[src/rtl/sbus_pkg.sv]
package sbus_pkg;
  localparam logic [7:0] OFF_CTRL = 8'h00;
  localparam logic [7:0] OFF_CLK  = 8'h04;
  localparam logic [7:0] OFF_IEN  = 8'h08;
  localparam logic [7:0] OFF_STAT = 8'h0C;
  localparam logic [7:0] OFF_RADR = 8'h10;
  localparam logic [7:0] OFF_DATA = 8'h1C;
  localparam logic [7:0] OFF_LINE = 8'h24;
  localparam logic [7:0] OFF_DMOD = 8'h28;
  localparam logic [7:0] OFF_CMD  = 8'h2C;
  localparam logic [7:0] OFF_DADR = 8'h30;

  localparam logic [7:0] CMD_RD8  = 8'h8B;
  localparam logic [7:0] CMD_RD16 = 8'h9C;
  localparam logic [7:0] CMD_RD32 = 8'hA6;
  localparam logic [7:0] CMD_WR8  = 8'h4E;
  localparam logic [7:0] CMD_WR16 = 8'h59;
  localparam logic [7:0] CMD_WR32 = 8'h63;
  localparam logic [7:0] CMD_SRTA = 8'hE8;

  localparam int DIV_W = 8;
  localparam int DLY_W = 3;
  localparam int NFLAG = 3;

  typedef enum logic [1:0] {ST_IDLE, ST_XFER, ST_INIT} xstate_t;

  typedef struct packed {
    logic             gie;
    logic [DIV_W-1:0] div;
    logic [DLY_W-1:0] dly;
    logic [NFLAG-1:0] ien;
    logic [7:0]       radr;
    logic [31:0]      data;
    logic [3:0]       line;
    logic [7:0]       dm_data;
    logic [7:0]       dm_reg;
    logic [7:0]       dm_dev;
    logic [7:0]       cmd;
    logic [7:0]       rta;
    logic [15:0]      hwa;
  } cfg_t;

  localparam cfg_t CFG_RST = '{gie: 1'b0, div: '0, dly: '0, ien: '0,
                               radr: '0, data: '0, line: '0,
                               dm_data: 8'h7C, dm_reg: 8'h3E, dm_dev: '0,
                               cmd: '0, rta: '0, hwa: '0};
endpackage

[src/rtl/sbus_rst_sync.sv]
module sbus_rst_sync #(
  parameter int STAGES = 2
) (
  input  logic clk,
  input  logic rst_n,
  output logic rst_n_sync
);
  logic [STAGES-1:0] chain_q;

  always_ff @(posedge clk or negedge rst_n) begin
    if (!rst_n) chain_q <= '0;
    else        chain_q <= {chain_q[STAGES-2:0], 1'b1};
  end

  assign rst_n_sync = chain_q[STAGES-1];
endmodule

[src/rtl/sbus_cmd_decode.sv]
module sbus_cmd_decode
  import sbus_pkg::*;
(
  input  logic [7:0]  code,
  output logic        valid,
  output logic        is_read,
  output logic [31:0] keep_mask
);
  always_comb begin
    valid     = 1'b1;
    is_read   = 1'b0;
    keep_mask = '0;
    case (code)
      CMD_RD8:  begin is_read = 1'b1; keep_mask = 32'h0000_00FF; end
      CMD_RD16: begin is_read = 1'b1; keep_mask = 32'h0000_FFFF; end
      CMD_RD32: begin is_read = 1'b1; keep_mask = 32'hFFFF_FFFF; end
      CMD_WR8, CMD_WR16, CMD_WR32, CMD_SRTA: ;
      default:  valid = 1'b0;
    endcase
  end
endmodule

[src/rtl/sbus_xfer_ctrl.sv]
module sbus_xfer_ctrl
  import sbus_pkg::*;
(
  input  logic clk,
  input  logic rst_n,
  input  logic soft_clr,
  input  logic go_xfer,
  input  logic go_init,
  input  logic abort_req,
  input  logic eng_done,
  output logic eng_start,
  output logic eng_init,
  output logic eng_abort,
  output logic in_xfer,
  output logic in_init,
  output logic xfer_end
);
  xstate_t state_q, state_d;
  logic    start_d, init_d, abort_d;

  always_comb begin
    state_d = state_q;
    start_d = 1'b0;
    init_d  = 1'b0;
    abort_d = 1'b0;
    if (soft_clr) begin
      state_d = ST_IDLE;
      abort_d = (state_q != ST_IDLE);
    end else if (abort_req && state_q != ST_IDLE) begin
      state_d = ST_IDLE;
      abort_d = 1'b1;
    end else begin
      case (state_q)
        ST_IDLE: begin
          if (go_xfer) begin
            state_d = ST_XFER;
            start_d = 1'b1;
          end else if (go_init) begin
            state_d = ST_INIT;
            init_d  = 1'b1;
          end
        end
        ST_XFER, ST_INIT: if (eng_done) state_d = ST_IDLE;
        default: state_d = ST_IDLE;
      endcase
    end
  end

  always_ff @(posedge clk or negedge rst_n) begin
    if (!rst_n) begin
      state_q   <= ST_IDLE;
      eng_start <= 1'b0;
      eng_init  <= 1'b0;
      eng_abort <= 1'b0;
    end else begin
      state_q   <= state_d;
      eng_start <= start_d;
      eng_init  <= init_d;
      eng_abort <= abort_d;
    end
  end

  assign in_xfer  = (state_q == ST_XFER);
  assign in_init  = (state_q == ST_INIT);
  assign xfer_end = in_xfer && eng_done && !soft_clr && !abort_req;

  assert_start_single_R3: assert property (@(posedge clk) disable iff (!rst_n)
    eng_start |=> !eng_start);
  assert_start_busy_R3: assert property (@(posedge clk) disable iff (!rst_n)
    eng_start |-> in_xfer);
  assert_abort_idle_R10: assert property (@(posedge clk) disable iff (!rst_n)
    eng_abort |-> (!in_xfer && !in_init));
endmodule

[src/rtl/sbus_irq_stat.sv]
module sbus_irq_stat
  import sbus_pkg::*;
(
  input  logic             clk,
  input  logic             rst_n,
  input  logic             soft_clr,
  input  logic             set_ok,
  input  logic             set_err,
  input  logic             err_nack,
  input  logic [3:0]       err_byte,
  input  logic             set_lb,
  input  logic             w1c_we,
  input  logic [NFLAG-1:0] w1c_bits,
  input  logic [NFLAG-1:0] ien,
  input  logic             gie,
  output logic [31:0]      status,
  output logic             irq
);
  logic [NFLAG-1:0] flags_q, flags_d, clr_bits, set_bits;
  logic             nack_q, nack_d;
  logic [3:0]       byte_q, byte_d;
  logic             upd_en;

  always_comb begin
    clr_bits = w1c_we ? w1c_bits : '0;
    set_bits = {set_lb, set_err, set_ok};
    flags_d  = (flags_q & ~clr_bits) | set_bits;
    nack_d   = nack_q;
    byte_d   = byte_q;
    if (set_err) begin
      nack_d = err_nack;
      byte_d = err_byte;
    end else if (set_ok) begin
      nack_d = 1'b0;
      byte_d = '0;
    end
    if (soft_clr) begin
      flags_d = '0;
      nack_d  = 1'b0;
      byte_d  = '0;
    end
    upd_en = soft_clr | w1c_we | set_ok | set_err | set_lb;
  end

  always_ff @(posedge clk or negedge rst_n) begin
    if (!rst_n) begin
      flags_q <= '0;
      nack_q  <= 1'b0;
      byte_q  <= '0;
    end else if (upd_en) begin
      flags_q <= flags_d;
      nack_q  <= nack_d;
      byte_q  <= byte_d;
    end
  end

  assign status = {15'b0, nack_q, 4'b0, byte_q, 5'b0, flags_q};
  assign irq    = gie && |(flags_q & ien);

  assert_done_flag_R5: assert property (@(posedge clk) disable iff (!rst_n)
    (set_ok && !soft_clr) |=> status[0]);
  assert_err_flag_R6: assert property (@(posedge clk) disable iff (!rst_n)
    (set_err && !soft_clr) |=> (status[1] && status[16] == $past(err_nack)));
  assert_load_busy_R9: assert property (@(posedge clk) disable iff (!rst_n)
    (set_lb && !soft_clr) |=> status[2]);
endmodule

[src/rtl/sbus_regfront.sv]
module sbus_regfront
  import sbus_pkg::*;
#(
  parameter int ADDR_W      = 6,
  parameter int SYNC_STAGES = 2
) (
  input  logic              clk,
  input  logic              rst_n,
  input  logic              bus_we,
  input  logic [ADDR_W-1:0] bus_addr,
  input  logic [31:0]       bus_wdata,
  output logic [31:0]       bus_rdata,
  output logic              eng_start,
  output logic              eng_init,
  output logic              eng_abort,
  output logic [7:0]        eng_cmd,
  output logic [7:0]        eng_regaddr,
  output logic [7:0]        eng_rta,
  output logic [15:0]       eng_hwaddr,
  output logic [31:0]       eng_wdata,
  output logic [7:0]        eng_dm_data,
  output logic [7:0]        eng_dm_reg,
  output logic [7:0]        eng_dm_dev,
  input  logic              eng_done,
  input  logic              eng_err,
  input  logic              eng_nack,
  input  logic [3:0]        eng_errbyte,
  input  logic [31:0]       eng_rdata,
  output logic [DIV_W-1:0]  clk_div,
  output logic [DLY_W-1:0]  sda_delay,
  output logic              scl_drv_en,
  output logic              scl_drv_val,
  output logic              sda_drv_en,
  output logic              sda_drv_val,
  input  logic              scl_in,
  input  logic              sda_in,
  output logic              irq
);
  logic        rst_ni;
  cfg_t        cfg_q, cfg_d;
  logic        cfg_en;
  logic        srst_q, srst_d;
  logic        hit_ctrl, hit_clk, hit_ien, hit_stat, hit_radr, hit_data;
  logic        hit_line, hit_dmod, hit_cmd, hit_dadr;
  logic        in_xfer, in_init, busy, idle_ok, xfer_end;
  logic        cmd_valid, cmd_read;
  logic [31:0] cmd_mask;
  logic        go_xfer, go_init, cmd_bad, abort_req, set_lb;
  logic        set_ok, set_err;
  logic [31:0] status;

  sbus_rst_sync #(.STAGES(SYNC_STAGES)) u_rst (
    .clk(clk), .rst_n(rst_n), .rst_n_sync(rst_ni));

  always_comb begin
    hit_ctrl = bus_we && bus_addr == ADDR_W'(OFF_CTRL);
    hit_clk  = bus_we && bus_addr == ADDR_W'(OFF_CLK);
    hit_ien  = bus_we && bus_addr == ADDR_W'(OFF_IEN);
    hit_stat = bus_we && bus_addr == ADDR_W'(OFF_STAT);
    hit_radr = bus_we && bus_addr == ADDR_W'(OFF_RADR);
    hit_data = bus_we && bus_addr == ADDR_W'(OFF_DATA);
    hit_line = bus_we && bus_addr == ADDR_W'(OFF_LINE);
    hit_dmod = bus_we && bus_addr == ADDR_W'(OFF_DMOD);
    hit_cmd  = bus_we && bus_addr == ADDR_W'(OFF_CMD);
    hit_dadr = bus_we && bus_addr == ADDR_W'(OFF_DADR);
  end

  sbus_cmd_decode u_dec (
    .code(cfg_q.cmd), .valid(cmd_valid), .is_read(cmd_read), .keep_mask(cmd_mask));

  assign busy    = in_xfer | in_init;
  assign idle_ok = !busy && !srst_q;

  always_comb begin
    go_xfer   = hit_ctrl && bus_wdata[7] && idle_ok && cmd_valid;
    cmd_bad   = hit_ctrl && bus_wdata[7] && idle_ok && !cmd_valid;
    go_init   = hit_dmod && bus_wdata[31] && idle_ok;
    abort_req = hit_ctrl && bus_wdata[6] && busy && !srst_q;
    set_lb    = (hit_radr | hit_data | hit_cmd | hit_dadr) && busy && !srst_q;
    srst_d    = hit_ctrl && bus_wdata[0] && !srst_q;
  end

  sbus_xfer_ctrl u_ctl (
    .clk(clk), .rst_n(rst_ni), .soft_clr(srst_q),
    .go_xfer(go_xfer), .go_init(go_init), .abort_req(abort_req),
    .eng_done(eng_done), .eng_start(eng_start), .eng_init(eng_init),
    .eng_abort(eng_abort), .in_xfer(in_xfer), .in_init(in_init),
    .xfer_end(xfer_end));

  assign set_ok  = xfer_end && !eng_err;
  assign set_err = (xfer_end && eng_err) || cmd_bad;

  sbus_irq_stat u_stat (
    .clk(clk), .rst_n(rst_ni), .soft_clr(srst_q),
    .set_ok(set_ok), .set_err(set_err),
    .err_nack(xfer_end && eng_nack),
    .err_byte(xfer_end ? eng_errbyte : 4'h0),
    .set_lb(set_lb), .w1c_we(hit_stat && !srst_q), .w1c_bits(bus_wdata[NFLAG-1:0]),
    .ien(cfg_q.ien), .gie(cfg_q.gie), .status(status), .irq(irq));

  always_comb begin
    cfg_d = cfg_q;
    if (srst_q) begin
      cfg_d = CFG_RST;
    end else begin
      if (hit_ctrl) cfg_d.gie = bus_wdata[1];
      if (hit_clk) begin
        cfg_d.div = bus_wdata[DIV_W-1:0];
        cfg_d.dly = bus_wdata[8 +: DLY_W];
      end
      if (hit_ien)  cfg_d.ien  = bus_wdata[NFLAG-1:0];
      if (hit_line) cfg_d.line = bus_wdata[3:0];
      if (hit_radr && !busy) cfg_d.radr = bus_wdata[7:0];
      if (hit_data && !busy) cfg_d.data = bus_wdata;
      if (hit_cmd && !busy)  cfg_d.cmd  = bus_wdata[7:0];
      if (hit_dadr && !busy) begin
        cfg_d.rta = bus_wdata[23:16];
        cfg_d.hwa = bus_wdata[15:0];
      end
      if (hit_dmod && !busy) begin
        cfg_d.dm_data = bus_wdata[23:16];
        cfg_d.dm_reg  = bus_wdata[15:8];
        cfg_d.dm_dev  = bus_wdata[7:0];
      end
      if (xfer_end && !eng_err && cmd_read) cfg_d.data = eng_rdata & cmd_mask;
    end
    cfg_en = srst_q | bus_we | xfer_end;
  end

  always_ff @(posedge clk or negedge rst_ni) begin
    if (!rst_ni) begin
      cfg_q  <= CFG_RST;
      srst_q <= 1'b0;
    end else begin
      srst_q <= srst_d;
      if (cfg_en) cfg_q <= cfg_d;
    end
  end

  always_comb begin
    bus_rdata = '0;
    case (bus_addr)
      ADDR_W'(OFF_CTRL): bus_rdata = {24'b0, in_xfer, 5'b0, cfg_q.gie, srst_q};
      ADDR_W'(OFF_CLK):  bus_rdata = {21'b0, cfg_q.dly, cfg_q.div};
      ADDR_W'(OFF_IEN):  bus_rdata = {29'b0, cfg_q.ien};
      ADDR_W'(OFF_STAT): bus_rdata = status;
      ADDR_W'(OFF_RADR): bus_rdata = {24'b0, cfg_q.radr};
      ADDR_W'(OFF_DATA): bus_rdata = cfg_q.data;
      ADDR_W'(OFF_LINE): bus_rdata = {26'b0, scl_in, sda_in, cfg_q.line};
      ADDR_W'(OFF_DMOD): bus_rdata = {in_init, 7'b0, cfg_q.dm_data, cfg_q.dm_reg, cfg_q.dm_dev};
      ADDR_W'(OFF_CMD):  bus_rdata = {24'b0, cfg_q.cmd};
      ADDR_W'(OFF_DADR): bus_rdata = {8'b0, cfg_q.rta, cfg_q.hwa};
      default:           bus_rdata = '0;
    endcase
  end

  assign eng_cmd     = cfg_q.cmd;
  assign eng_regaddr = cfg_q.radr;
  assign eng_rta     = cfg_q.rta;
  assign eng_hwaddr  = cfg_q.hwa;
  assign eng_wdata   = cfg_q.data;
  assign eng_dm_data = cfg_q.dm_data;
  assign eng_dm_reg  = cfg_q.dm_reg;
  assign eng_dm_dev  = cfg_q.dm_dev;
  assign clk_div     = cfg_q.div;
  assign sda_delay   = cfg_q.dly;
  assign scl_drv_val = cfg_q.line[3];
  assign scl_drv_en  = cfg_q.line[2];
  assign sda_drv_val = cfg_q.line[1];
  assign sda_drv_en  = cfg_q.line[0];

  assert_busy_write_ignored_R9: assert property (@(posedge clk) disable iff (!rst_ni)
    (hit_data && busy && !srst_q) |=> (eng_wdata == $past(eng_wdata)));
  assert_soft_reset_R11: assert property (@(posedge clk) disable iff (!rst_ni)
    srst_q |=> (!in_xfer && !in_init && !srst_q));
endmodule

[config.mk]
export PLATFORM = sky130hd
export DESIGN_NAME = sbus_regfront
export DESIGN_NICKNAME = d
export VERILOG_FILES = /design/src/rtl/sbus_pkg.sv /design/src/rtl/sbus_rst_sync.sv /design/src/rtl/sbus_cmd_decode.sv /design/src/rtl/sbus_xfer_ctrl.sv /design/src/rtl/sbus_irq_stat.sv /design/src/rtl/sbus_regfront.sv
export SDC_FILE = /design/constraint.sdc
export NUM_CORES = 1
export LEC_CHECK = 0
export BUFFER_PORTS_ARGS = -buffer_cell sky130_fd_sc_hd__buf_2
export CAP_MARGIN = 20
export CORE_ASPECT_RATIO = 0.9
export CORE_MARGIN = 5
export CORE_UTILIZATION = 58
export CTS_CLUSTER_DIAMETER = 100
export DETAILED_ROUTE_END_ITERATION = 8
export GPL_TIMING_DRIVEN = 0
export PLACE_DENSITY = 0.87
export SKIP_LAST_GASP = 1
export SLEW_MARGIN = 0
export SYNTH_ARGS = -nofsm -noshare
export SYNTH_HDL_FRONTEND = slang
export SYNTH_HIERARCHICAL = 1
export SYNTH_SLANG_ARGS = --single-unit
[constraint.sdc]
create_clock -name clk -period 7.4 [get_ports clk]
set_input_delay 0.37 -clock clk [delete_from_list [all_inputs] [get_ports clk]]
set_output_delay 0.37 -clock clk [all_outputs]
set_load 0.01 [all_outputs]
==> metrics.txt, run 1 <==
outcome completed; Initial Util ~60%; fmax 0.286 GHz; largest area contributor in the synthesized netlist dfrtp_1; die area ~0.017 mm2; synthesized area ~0.0083 mm2; Yosys cell types 63; share of layout cells above drive strength 1 between 40% and 50%; Max Cap Viol 0; total core area between 0.01 and 0.015 mm2; worst-path fanout max 17; Finished Layout Cells 1412; deepest clock path buffer count 2; Cells after Synth 934; post-route clock period utilization between 40% and 50%; grt ovf 0; antenna-violating nets left 0; Min-Delay Path Class input port to flop; largest net degree at the start of global routing 70; area of the multi-input gates 0.00352 mm2; CTS buffer count 17; die width about 140 um; Final setup viols 0; Least-Margin Pin Slew approximately 1.1 ns; Worst Path Required roughly 7.7 ns; vias per cell 5.87; Slew Limit Headroom 27.0%; Ports ~230; critical path type flop to flop; Async S/R FF share, synth between 90% and 100%; PD cells approximately 220 mW/mm2; number of global-route vias before repair 8044; Sum Neg Setup Slack 0 ns; Static Leakage between 5 and 6 nW; via count of the routed design 8286; Post-synth EDFFs 0; final number of hold-violating endpoints 0; die height approximately 120 um; Critical Path AT around 3.8 ns; CTS H-Tree Depth 4; type of element launching the critical path flop; routed len/inst 19.8 um; Syn-to-layout area delta 25.0%; sequential area share after synthesis approximately two fifths; GRT Total Usage 33.5%; max reg flops 32; FILL cells 1021; initial antenna violation count 1; first-pass GRT wire length between 40000 and 50000 um; final WL approximately 28000 um; register area 0.00329 mm2; RSZ-0062 raised after global routing false; clock sink total approximately 130; HPWL Detailed between 20000 and 25000 um; Critical R2R Launch srst_q$_DFF_PN0_; clock-pin slew on the worst setup and hold paths around 0.06 ns; row count a little over 40; Seq cells post-synth between 100 and 150; Final min period approximately 3.5 ns; Clock Latency Late Sink 0.42 ns; CP startpoint srst_q$_DFF_PN0_; CTS tree yes; Crit. End Element flop; hold path start bus_wdata[18]; # nets final ~1300; first-pass iteration count of the detailed router 8; Iter 0 DRT Violations roughly 1100; DP Cell Count 1379; Avg Inst Size Synth ~8.9 um2; fin. max-slew vios 0; VDD IR max between 0.15 and 0.2 mV; Syn. warnings 6; Fin Clk Skew a little under 0.009 ns; routability cong. around 0.95; Port Buffers 227; drc violations 0; CTS root buf clkbuf_16; Post-CTS Setup Bufs 0; Synth Flop Type dfrtp_1; top-area cell type share of the netlist area between 30 and 40%; dominant cells by area after synthesis dfrtp_1 (37%), buf_4 (15%), nand2_1 (6.2%)
## Yosys cell counts (3+ instances only)
master and number:
or3b_1 4, buf_6 7, buf_2 20, a222oi_1 5, buf_4 169, nor3_1 3
o31ai_1 33, and2_1 13, o21ba_2 3, inv_1 4, nor2b_1 6, a2111oi_2 4
nor2_1 26, o22ai_1 3, dfstp_2 10, a31oi_1 5, a21oi_1 63, ha_1 3
clkbuf_1 26, o21ai_0 44, dfrtp_1 121, nand3_1 33, o21ai_1 13, nand2b_1 22
a21boi_0 3, nand2_1 137, a32oi_1 4, a22oi_1 46, and3_1 46, mux2i_1 5
a22o_1 11, mux2_2 4
## metrics by stage
stage | util (%) | power [W] | cell area [um2] | hold slack [ns] | setup slack, ns
after floorplan | - | 0.00129 | 8370 | 0.0744 | 3.50
after global placement | 69.6 | 0.00149 | 9750 | 0.157 | 2.07
after detailed placement | 69.9 | 0.00151 | 9790 | 0.158 | 3.84
after CTS | 73.9 | 0.00231 | 10400 | 0.212 | 3.99
after global routing | 74.0 | 0.00241 | 10400 | 0.235 | 3.70
final | 74.0 | 0.00232 | 10400 | 0.220 | 3.90
## critical path, stage by stage, from the launching register on
cell and delay (ns):
dfrtp_1 0.59, buf_2 0.30, nand2b_1 0.30, nor3_1 0.29, nor2_1 0.10, and3_2 0.29
and3b_1 0.18, buf_2 0.17, a311oi_4 0.76, buf_6 0.24, nand2_1 0.08, o31ai_1 0.08
## final timing paths
path / endpoint / slack, ns / cells past startpoint
worst max-delay path: eng_wdata[14]$_DFFE_PN0P_ / 3.90 / 11
worst min-delay path: eng_dm_data[2]$_DFFE_PN1P_ / 0.22 / 3
worst max register to register: eng_wdata[14]$_DFFE_PN0P_ / 3.90 / 11
worst min register to register: u_rst/chain_q[1]$_DFF_PN0_ / 0.35 / 0
max in group asynchronous: eng_dm_reg[5]$_DFFE_PN1P_ / 6.07 / 1
min in group asynchronous: u_rst/chain_q[1]$_DFF_PN0_ / 0.26 / 2
## kinds of logic after synthesis
logic type / synth area share, %
simple gates: 20.0
compound gates: 19.8
fa+ha+maj: 0.453
flops: 39.7
buf+inv: 18.8
mux: 1.15
other cells: 0.0907
## per-layer routing
metal / global-route usage [%] / wire length, um / up-vias
met1: 44.1 / 10600 / 3909
met2: 51.2 / 12700 / 633
met4: 15.7 / 1040 / 0
met3: 9.93 / 3570 / 95
met5: 0 / 0 / -
li1: - / - / 3649
## where the power goes
part	switching [W]	total [W]	internal (W)	leakage, nW
Sequential	0.000123	0.000958	0.000835	1.71
Clock	0.000304	0.000807	0.000503	0.280
Combinational	0.000256	0.000551	0.000295	3.61
Total	0.000683	0.00232	0.00163	5.60
## area by class of cell
class                           count  share of cell area (%)
Antenna cell                        1                  0.0242
Timing Repair Buffer              230                    11.4
Clock buffer                       26                    4.92
Buffer                            222                    14.9
Clock inverter                      5                   0.483
Sequential cell                   131                    31.8
Inverter                            4                   0.145
Tap cell                          193                    2.33
Multi-Input combinational cell    600                    34.0
## cells in the final DEF, fill, tap and decap left out, types with 26 or more instances in the layout
| master | n |
|---|---|
| nand3_1 | 33 |
| nor2_1 | 26 |
| o21ai_0 | 44 |
| dfrtp_1 | 120 |
| buf_2 | 247 |
| o31ai_1 | 33 |
| and3_1 | 46 |
| clkbuf_1 | 30 |
| a22oi_1 | 46 |
| buf_4 | 170 |
| nand2_1 | 137 |
| a21oi_1 | 63 |
## what timing repair did
action,4_1_cts,5_1_grt
endpoints found under the hold margin,2,0
hold buffers,1,0
resized for setup,0,0
(Power assumes the default switching activity.)
==> inputs of run 2 (changes only) <==
CORE_UTILIZATION = 48   (was 58)
PLACE_DENSITY = 0.77   (was 0.87)
clock period = 3.17 ns   (was 7.4 ns; I/O delays follow)
==> metrics.txt, run 2 (synthesis gave the netlist of run 1 again) <==
fmax 0.334 GHz (+17%); CTS buffer count 17 (unchanged); routed len/inst 20.2 um (+2.3%); first-pass GRT wire length 45000 um (+4.5%); Least-Margin Pin Slew 0.854 ns (-0.241 ns); vias per cell 5.62 (-4.2%); CTS root buf clkbuf_16; HPWL Detailed 21400 um (+5.3%); Min-Delay Path Class input port to flop; max reg flops 32 (unchanged); antenna-violating nets left 0 (unchanged); number of global-route vias before repair 8019 (-0.31%); PD cells 521 mW/mm2 (+130%); DRT met1 WL 11900 um (+12%); Final Util 62.6% (-11 points); DP Cell Count 1397 (+1.3%); Slew Limit Headroom 43.1% (+16 points); row count 45 (+9.8%); grt ovf 0 (unchanged); via count of the routed design 8122 (-2.0%); worst-path fanout max 10 (-7); CTS H-Tree Depth 4 (unchanged); Max Cap Viol 0 (unchanged); Worst Path Required 3.50 ns (-4.21 ns); deepest clock path buffer count 2 (unchanged); final WL 29300 um (+4.6%); die width 148 um (+9.2%); Place WS -0.163 ns (-4.00 ns); post-route clock period utilization 94.3% (+47 points); Final min period 2.99 ns (-0.508 ns); total core area 0.0169 mm2 (+21%); clock sink total 131 (unchanged); GRT Total Usage 29.1% (-4.4 points); type of element launching the critical path flop; VDD IR max 0.391 mV (+140%); DR WL met2 13200 um (+4.0%); Crit. End Element flop; commonest non-fill, non-tap cell in the layout buf_2; Syn-to-layout area delta 27.6%; largest net degree at the start of global routing 70 (unchanged); Top Metal Used met4; Initial Util 49.0% (-10 points); most frequent cells in the layout buf_2 (247), buf_4 (171), nand2_1 (137); WL met3 3120 um (-13%); die area 0.0200 mm2 (+19%); # nets final 1305 (+1.1%); Clock Latency Late Sink 0.44 ns (+0.02 ns); critical path type flop to flop; fin. max-slew vios 0 (unchanged); Static Leakage 5.69 nW (+1.6%); Port Buffers 227 (unchanged); share of layout cells above drive strength 1 40.8% (+0.65 points); initial antenna violation count 0 (-1); first-pass iteration count of the detailed router 6 (-2); die height 135 um (+9.1%); Fin Clk Skew 0.0180 ns (+0.00936 ns); Iter 0 DRT Violations 740 (-30%); clock-pin slew on the worst setup and hold paths 0.06 ns (about the same); CTS tree yes; Finished Layout Cells 1445 (+2.3%); Final setup viols 0 (unchanged); total chip power 0.00551 W (+140%); Ports 229 (unchanged); setup ws final 0.180 ns (-3.72 ns); drc violations 0 (unchanged); outcome completed; final number of hold-violating endpoints 0 (unchanged); routability cong. 0.950 (about the same); Critical Path AT 3.32 ns (-0.49 ns)
==> run 2: cell types whose count changed in the layout (fill, tap and decap cells not counted), sizes merged <==
cell / before / now
clkinvlp: 0 / 1
bufinv: 1 / 2
buf: 425 / 427
clkbuf: 52 / 48
clkinv: 4 / 7
dlygate4sd3: 1 / 13
==> run 2: metrics by stage <==
stage	TNS, ns	hold slack, ns	area, um2
after floorplan	0	-0.137	8370
after global placement	-3.99	-0.0568	9770
after detailed placement	-4.55	-0.0544	9810
after CTS	0	0.000528	10500
after global routing	-0.000577	0.00656	10600
final	0	0.0113	10600
==> run 2: timing repair <==
item,CTS,global route
gates resized for setup,2,14
pin swaps,1,1
hold buffers,13,0
setup endpoints to repair,32,32
gates cloned,0,0
endpoints found under the hold margin,20,0
buffers inserted,0,2
==> run 2: power by group <==
| part | switching, W | total [W] | leakage (nW) | internal, W |
|---|---|---|---|---|
| registers | 0.000291 | 0.00224 | 1.71 | 0.00195 |
| clock network | 0.000757 | 0.00197 | 0.289 | 0.00121 |
| logic | 0.000599 | 0.00130 | 3.69 | 0.000698 |
==> run 2: final cells by class <==
| type | instances | area, um2 |
|---|---|---|
| fill | 1507 | 6320 |
| tap | 211 | 264 |
| inverter | 4 | 15.0 |
| clock inverter | 10 | 106 |
| antenna | 1 | 2.50 |
| timing repair buffer | 244 | 1330 |
| clock buffer | 22 | 474 |
| buffer | 222 | 1550 |
| multi-input combinational | 600 | 3530 |
| sequential | 131 | 3300 |
==> run 2: path summary, 6_finish.rpt <==
kind	from	endpoint	slack, ns	cells past startpoint
worst min-delay path	bus_wdata[3]	eng_hwaddr[3]$_DFFE_PN0P_	0.01	3
max in group asynchronous	u_rst/chain_q[1]$_DFF_PN0_	eng_dm_reg[3]$_DFFE_PN1P_	1.86	1
min in group asynchronous	rst_n	u_rst/chain_q[1]$_DFF_PN0_	0.03	2
worst min register to register	u_rst/chain_q[0]$_DFF_PN0_	u_rst/chain_q[1]$_DFF_PN0_	0.35	0
worst max-delay path	eng_cmd[0]$_DFFE_PN0P_	eng_wdata[5]$_DFFE_PN0P_	0.18	10
worst max register to register	eng_cmd[0]$_DFFE_PN0P_	eng_wdata[5]$_DFFE_PN0P_	0.18	10
==> run 2: metal layers <==
layer / track usage, % / up-vias
met3: 9.30 / 80
met5: 0 / -
li1: - / 3689
met1: 38.3 / 3862
met2: 45.0 / 491
met4: 11.2 / 0
==> run 2: worst max-delay path, cell delays in order, from the launching register on <==
cell,delay (ns)
dfrtp_1,0.52
or2b_1,0.31
o22ai_1,0.13
nand4b_1,0.18
o22ai_2,0.49
and3b_1,0.23
buf_2,0.19
clkbuf_2,0.28
and3_1,0.25
a21oi_1,0.07
o31ai_1,0.24
